`src/rtl/hdlc_tx_pkg.sv`:
```
package hdlc_tx_pkg;
  typedef enum logic [2:0] {
    ST_IDLE,
    ST_OPEN,
    ST_DATA,
    ST_FCS,
    ST_CLOSE,
    ST_ABORT
  } tx_state_e;

  localparam logic [7:0] FLAG_PAT = 8'h7E;
endpackage

```
`src/rtl/hdlc_tx_crc.sv`:
```
module hdlc_tx_crc #(
  parameter int unsigned   W      = 16,
  parameter logic [W-1:0] POLY_R = 16'h8408,
  parameter logic [W-1:0] INIT   = '1
) (
  input  logic         clk_i,
  input  logic         rst_ni,
  input  logic         init_i,
  input  logic         upd_i,
  input  logic         shift_i,
  input  logic         bit_i,
  output logic [W-1:0] crc_o
);
  logic [W-1:0] crc_q;
  logic         fb;

  assign fb    = crc_q[0] ^ bit_i;
  assign crc_o = crc_q;

  always_ff @(posedge clk_i or negedge rst_ni) begin
    if (!rst_ni)      crc_q <= INIT;
    else if (init_i)  crc_q <= INIT;
    else if (upd_i)   crc_q <= (crc_q >> 1) ^ (fb ? POLY_R : '0);
    else if (shift_i) crc_q <= crc_q >> 1;  // drain toward bit 0 for output
  end
endmodule

```
`src/rtl/hdlc_tx_stuffer.sv`:
```
module hdlc_tx_stuffer #(
  parameter int unsigned RUN_LEN = 5
) (
  input  logic clk_i,
  input  logic rst_ni,
  input  logic en_i,
  input  logic content_i,
  input  logic bit_i,
  output logic full_o
);
  localparam int unsigned CW = $clog2(RUN_LEN + 1);

  logic [CW-1:0] cnt_q;

  assign full_o = (cnt_q == CW'(RUN_LEN));

  always_ff @(posedge clk_i or negedge rst_ni) begin
    if (!rst_ni)               cnt_q <= '0;
    else if (en_i && full_o)   cnt_q <= '0;
    else if (content_i)        cnt_q <= bit_i ? cnt_q + 1'b1 : '0;
    else                       cnt_q <= '0;  // flags and idle break the run
  end
endmodule

```
`src/rtl/hdlc_tx_framer.sv`:
```
module hdlc_tx_framer
  import hdlc_tx_pkg::*;
#(
  parameter int unsigned    DATA_W     = 8,
  parameter int unsigned    FCS_W      = 16,
  parameter int unsigned    ABORT_LEN  = 8,
  parameter int unsigned    RUN_LEN    = 5,
  parameter logic [FCS_W-1:0] FCS_POLY_R = 16'h8408
) (
  input  logic              clk_i,
  input  logic              rst_ni,
  input  logic [DATA_W-1:0] byte_i,
  input  logic              valid_i,
  input  logic              last_i,
  input  logic              bad_fcs_i,
  input  logic              abort_i,
  output logic              ready_o,
  output logic              tx_o
);
  localparam int unsigned BC_W = $clog2(DATA_W);
  localparam int unsigned FC_W = $clog2(FCS_W);
  localparam int unsigned AC_W = $clog2(ABORT_LEN);

  tx_state_e         state_q, state_d;
  logic [DATA_W-1:0] sh_q;
  logic [BC_W-1:0]   bit_cnt_q;
  logic [FC_W-1:0]   fcs_cnt_q;
  logic [AC_W-1:0]   ab_cnt_q;
  logic              last_q, bad_q, tx_q;

  logic              run_full, stuff_en, stuff_now;
  logic              byte_end, fcs_end, ab_end, load_slot;
  logic              cur_bit, content_bit;
  logic [FCS_W-1:0]  crc;

  assign stuff_en  = state_q inside {ST_DATA, ST_FCS, ST_CLOSE};
  assign stuff_now = stuff_en & run_full;
  assign byte_end  = (bit_cnt_q == BC_W'(DATA_W - 1));
  assign fcs_end   = (fcs_cnt_q == FC_W'(FCS_W - 1));
  assign ab_end    = (ab_cnt_q == AC_W'(ABORT_LEN - 1));
  assign load_slot = ~stuff_now & byte_end &
                     ((state_q == ST_OPEN) | ((state_q == ST_DATA) & ~last_q));
  assign ready_o   = load_slot & ~abort_i;
  assign content_bit = ~stuff_now & (state_q inside {ST_DATA, ST_FCS});
  assign tx_o      = tx_q;

  always_comb begin
    unique case (state_q)
      ST_OPEN:  cur_bit = sh_q[0];
      ST_DATA:  cur_bit = stuff_now ? 1'b0 : sh_q[0];
      ST_FCS:   cur_bit = stuff_now ? 1'b0 : (bad_q ? crc[0] : ~crc[0]);
      ST_CLOSE: cur_bit = stuff_now ? 1'b0 : sh_q[0];
      default:  cur_bit = 1'b1;
    endcase
  end

  always_comb begin
    state_d = state_q;
    unique case (state_q)
      ST_IDLE:  if (valid_i) state_d = ST_OPEN;
      ST_OPEN: begin
        if (abort_i)       state_d = ST_ABORT;
        else if (byte_end) state_d = valid_i ? ST_DATA : ST_ABORT;
      end
      ST_DATA: begin
        if (abort_i) state_d = ST_ABORT;
        else if (~stuff_now && byte_end)
          state_d = last_q ? ST_FCS : (valid_i ? ST_DATA : ST_ABORT);
      end
      ST_FCS: begin
        if (abort_i)                    state_d = ST_ABORT;
        else if (~stuff_now && fcs_end) state_d = ST_CLOSE;
      end
      ST_CLOSE: begin
        if (abort_i)                     state_d = ST_ABORT;
        else if (~stuff_now && byte_end) state_d = ST_IDLE;
      end
      ST_ABORT: if (ab_end) state_d = ST_IDLE;
      default:  state_d = ST_IDLE;
    endcase
  end

  always_ff @(posedge clk_i or negedge rst_ni) begin
    if (!rst_ni) begin
      state_q   <= ST_IDLE;
      sh_q      <= '0;
      bit_cnt_q <= '0;
      fcs_cnt_q <= '0;
      ab_cnt_q  <= '0;
      last_q    <= 1'b0;
      bad_q     <= 1'b0;
      tx_q      <= 1'b1;
    end else begin
      tx_q    <= cur_bit;
      state_q <= state_d;
      if (state_q == ST_IDLE) begin
        sh_q      <= DATA_W'(FLAG_PAT);
        bit_cnt_q <= '0;
        fcs_cnt_q <= '0;
        last_q    <= 1'b0;
      end else if (state_q inside {ST_OPEN, ST_DATA, ST_CLOSE}) begin
        if (~stuff_now) begin
          bit_cnt_q <= byte_end ? '0 : bit_cnt_q + 1'b1;
          sh_q      <= sh_q >> 1;
        end
        if (ready_o && valid_i) begin
          sh_q   <= byte_i;
          last_q <= last_i;
          bad_q  <= bad_fcs_i;
        end
      end else if (state_q == ST_FCS && ~stuff_now) begin
        fcs_cnt_q <= fcs_cnt_q + 1'b1;
        if (fcs_end) sh_q <= DATA_W'(FLAG_PAT);
      end
      if (state_d == ST_ABORT && state_q != ST_ABORT) ab_cnt_q <= '0;
      else if (state_q == ST_ABORT)                    ab_cnt_q <= ab_cnt_q + 1'b1;
    end
  end

  hdlc_tx_stuffer #(.RUN_LEN(RUN_LEN)) u_stuff (
    .clk_i    (clk_i),
    .rst_ni   (rst_ni),
    .en_i     (stuff_en),
    .content_i(content_bit),
    .bit_i    (cur_bit),
    .full_o   (run_full)
  );

  hdlc_tx_crc #(.W(FCS_W), .POLY_R(FCS_POLY_R), .INIT('1)) u_crc (
    .clk_i  (clk_i),
    .rst_ni (rst_ni),
    .init_i (state_q == ST_IDLE),
    .upd_i  (~stuff_now && state_q == ST_DATA),
    .shift_i(~stuff_now && state_q == ST_FCS),
    .bit_i  (sh_q[0]),
    .crc_o  (crc)
  );
endmodule

```
`config.mk`:
```
export PLATFORM = sky130hd
export DESIGN_NAME = hdlc_tx_framer
export DESIGN_NICKNAME = d
export VERILOG_FILES = /design/src/rtl/hdlc_tx_pkg.sv /design/src/rtl/hdlc_tx_crc.sv /design/src/rtl/hdlc_tx_stuffer.sv /design/src/rtl/hdlc_tx_framer.sv
export SDC_FILE = /design/constraint.sdc
export NUM_CORES = 1
export LEC_CHECK = 0
export BUFFER_PORTS_ARGS = -buffer_cell sky130_fd_sc_hd__buf_2
export CORE_MARGIN = 4
export CORE_UTILIZATION = 60
export DETAILED_ROUTE_END_ITERATION = 8
export GPL_ROUTABILITY_DRIVEN = 0
export GPL_TIMING_DRIVEN = 0
export HOLD_SLACK_MARGIN = 0.12
export PLACE_DENSITY = 0.79
export RECOVER_POWER = 50
export REMOVE_ABC_BUFFERS = 1
export SLEW_MARGIN = 25
export SYNTH_ARGS = -nofsm -noshare
export SYNTH_HDL_FRONTEND = slang
export SYNTH_SLANG_ARGS = --single-unit
```
`constraint.sdc`:
```
create_clock -name clk_i -period 4.7 [get_ports clk_i]
set_input_delay 0.705 -clock clk_i [delete_from_list [all_inputs] [get_ports clk_i]]
set_output_delay 0.705 -clock clk_i [all_outputs]
set_load 0.005 [all_outputs]
```
==> results.json <==
{
  "vias": 1636,
  "grt_use_met3_pct": 6.38,
  "synth_seq_cells": 43,
  "synth-edff-count": 0,
  "setup_viol": 0,
  "utilization_pct": 69.5,
  "cts-resized-gates": 0,
  "die-area_um2": 4790,
  "grt.met2_usage_pct": 27.5,
  "synth.mux.area_fraction_pct": 3.62,
  "syn_avg_cell_area_um2": 10.0,
  "layout.nets": 256,
  "post_drt_wl_per_cell_um": 14.6,
  "synthXorXnorAreaFrac_pct": 2.73,
  "tightest_slew_ns": 2.17,
  "first_pass_iters": 5,
  "drc": 0,
  "rsz0062_at_grt": "false",
  "whs_ns": 0.471,
  "worstPathRequired_ns": 3.99,
  "min_period_ns": 2.46,
  "htreeDepth": 2,
  "timing.final.crit_share_pct": 52.2,
  "maxSlewViolCount": 44,
  "wl_mm": 4.11,
  "synthArstFlopShare_pct": 100,
  "grt_pass1_wl_mm": 7.50,
  "synth-main-ff-cell": "dfrtp_1",
  "status": "finished, violations left",
  "clk_latency_ns": 0.29,
  "maxSlewHeadroom_pct": -44.6,
  "mostFrequentLayoutCell": "nand2_1",
  "setup_tns_ns": 0,
  "grt-busiest-layer": "met1",
  "grt_use_met1_pct": 27.6,
  "hp-class": "flip-flop to flip-flop",
  "cts_tree": "done",
  "ir_worst_vdd_v": 0.000379,
  "seq_area_frac_synth_pct": 48.8,
  "grt_max_degree": 44,
  "root_buffer": "clkbuf_8",
  "path_clk_slew_ns": 0.08,
  "die_x_um": 69.2,
  "crit_type": "flip-flop to output port",
  "drv_cap": 1,
  "final_hold_viol_count": 0,
  "cts-hold-fix-buffers": 0,
  "post_route_cells_drive_above_1_share_pct": 22.9,
  "viasPerCell": 5.80,
  "post-cts-setup-buffers": 0,
  "synth_cells": 225,
  "grt_pass1_vias": 1553,
  "synth_top_family_by_area": "simple AND/OR/NAND/NOR gates",
  "synth_compound_area_share_pct": 16.9,
  "drtAntennaViolNets": 0,
  "fin_skew_ns": 0.00408,
  "n_antenna_cell": 0,
  "grt_remaining_overflow": 0,
  "die_height_um": 69.2,
  "leakage_nw": 0.996,
  "start_util_pct": 64.9,
  "fp-row-count": 21,
  "final_cell_mix": "nand2_1, dfrtp_1, nor2_1, dfstp_2, a21oi_1",
  "io_pins": 16,
  "violations": "max-capacitance violations, max-slew violations",
  "post_synth_fa_ha_maj_area_fraction_pct": 3.89,
  "cts.sinks": 43,
  "ys_warn_count": 0,
  "dpl.hpwl_mm": 2.84,
  "synth.distinct_cells": 49,
  "start_kind": "flip-flop",
  "dr.first_iter.drc_count": 158,
  "portBuffers": 15,
  "numCtsBuffers": 5,
  "antenna_found_initial": 0,
  "yosys.area_share.simple_pct": 19.5,
  "mappedNetlistArea_um2": 2250,
  "area_delta_synth_final_pct": 7.17,
  "cp-end-kind": "output port",
  "critPathMaxFanout": 18,
  "clock_path_buffers": 2,
  "grt_use_total_pct": 19.2,
  "coreArea_um2": 3470,
  "fmax_mhz": 407,
  "arrival_ns": 1.75,
  "power-per-cell-area_nw_per_um2": 558
}
==> final cells by class <==
cell class | count | area, um2
inverters | 8 | 30.0
well taps | 46 | 57.6
flip-flops and latches | 43 | 1100
clock inverters | 1 | 6.26
fillers | 272 | 1060
multi-input cells | 162 | 1050
clock buffers | 7 | 97.6
repair buffers | 15 | 73.8
==> worst max-delay path: stages, from the launching register on <==
cell,delay [ns]
dfrtp_1,0.70
nor2b_1,0.39
a22oi_2,0.15
nor2_1,0.11
buf_2,0.12
==> synthesized netlist by cell type (3+ instances only) <==
master | count | share of area [%]
ha_1 | 7 | 3.9
nand4_1 | 3 | 0.83
mux2i_1 | 7 | 3.1
o21ai_1 | 6 | 1.3
dfrtp_1 | 26 | 29
buf_2 | 8 | 1.8
nand3_1 | 11 | 2.4
o22a_1 | 8 | 3.1
nand2b_1 | 4 | 1.1
o21ai_0 | 6 | 1.3
xor2_1 | 3 | 1.2
inv_1 | 5 | 0.83
inv_2 | 3 | 0.50
xnor2_1 | 4 | 1.6
nor2_1 | 18 | 3.0
nand2_2 | 4 | 1.1
o22ai_1 | 4 | 1.1
a21oi_1 | 15 | 3.3
nand2_1 | 30 | 5.0
dfstp_2 | 17 | 20
nor2b_1 | 3 | 0.83
==> worst paths after layout <==
path	to	start	depth (start not counted)	slack, ns
hold reg to reg	u_stuff.cnt_q[0]	u_stuff.cnt_q[0]	1	0.47
setup reg to reg	sh_q[6]	state_q[0]	4	2.42
min in group asynchronous	fcs_cnt_q[0]	rst_ni	1	1.04
hold / removal	u_stuff.cnt_q[0]	u_stuff.cnt_q[0]	1	0.47
max in group asynchronous	bit_cnt_q[1]	rst_ni	1	2.42
setup / recovery	ready_o	state_q[0]	4	2.24
==> flip-flops by register name, indices dropped and copies added, names as in the netlist <==
signal,flops
ab_cnt_q,3
bad_q,1
bit_cnt_q,3
fcs_cnt_q,4
last_q,1
sh_q,8
state_q,3
tx_o,1
u_crc.crc_o,16
u_stuff.cnt_q,3
==> layer usage <==
| metal | wire, um | vias to the layer above |
|---|---|---|
| met3 | 140 | 5 |
| met5 | 0 | - |
| met4 | 43 | 0 |
| met2 | 1920 | 22 |
| met1 | 2010 | 799 |
| li1 | - | 810 |
==> where the power goes <==
part / internal, mW / switching (mW) / total [mW]
Combinational: 0.182 / 0.235 / 0.417
Sequential: 0.553 / 0.119 / 0.672
Clock: 0.137 / 0.119 / 0.257
Total: 0.873 / 0.473 / 1.35
==> cell families after synthesis <==
logic type | count (synthesis)
and+or+nand+nor | 85
AOI/OAI and AO/OA | 55
DFF | 43
buffers and inverters | 20
muxes | 8
xor gates and xnor gates | 7
adders and majority gates | 7
==> metrics by stage <==
step	std cells	setup WS (ns)	area, um2	power, mW
final	282	2.24	2410	1.35
after global placement	274	2.40	2310	1.07
after floorplan	213	2.76	2180	0.978
after CTS	282	2.25	2410	1.36
after detailed placement	274	2.35	2310	1.09
after global routing	282	2.03	2410	1.46
No activity file was read; power rests on OpenSTA's default activity.
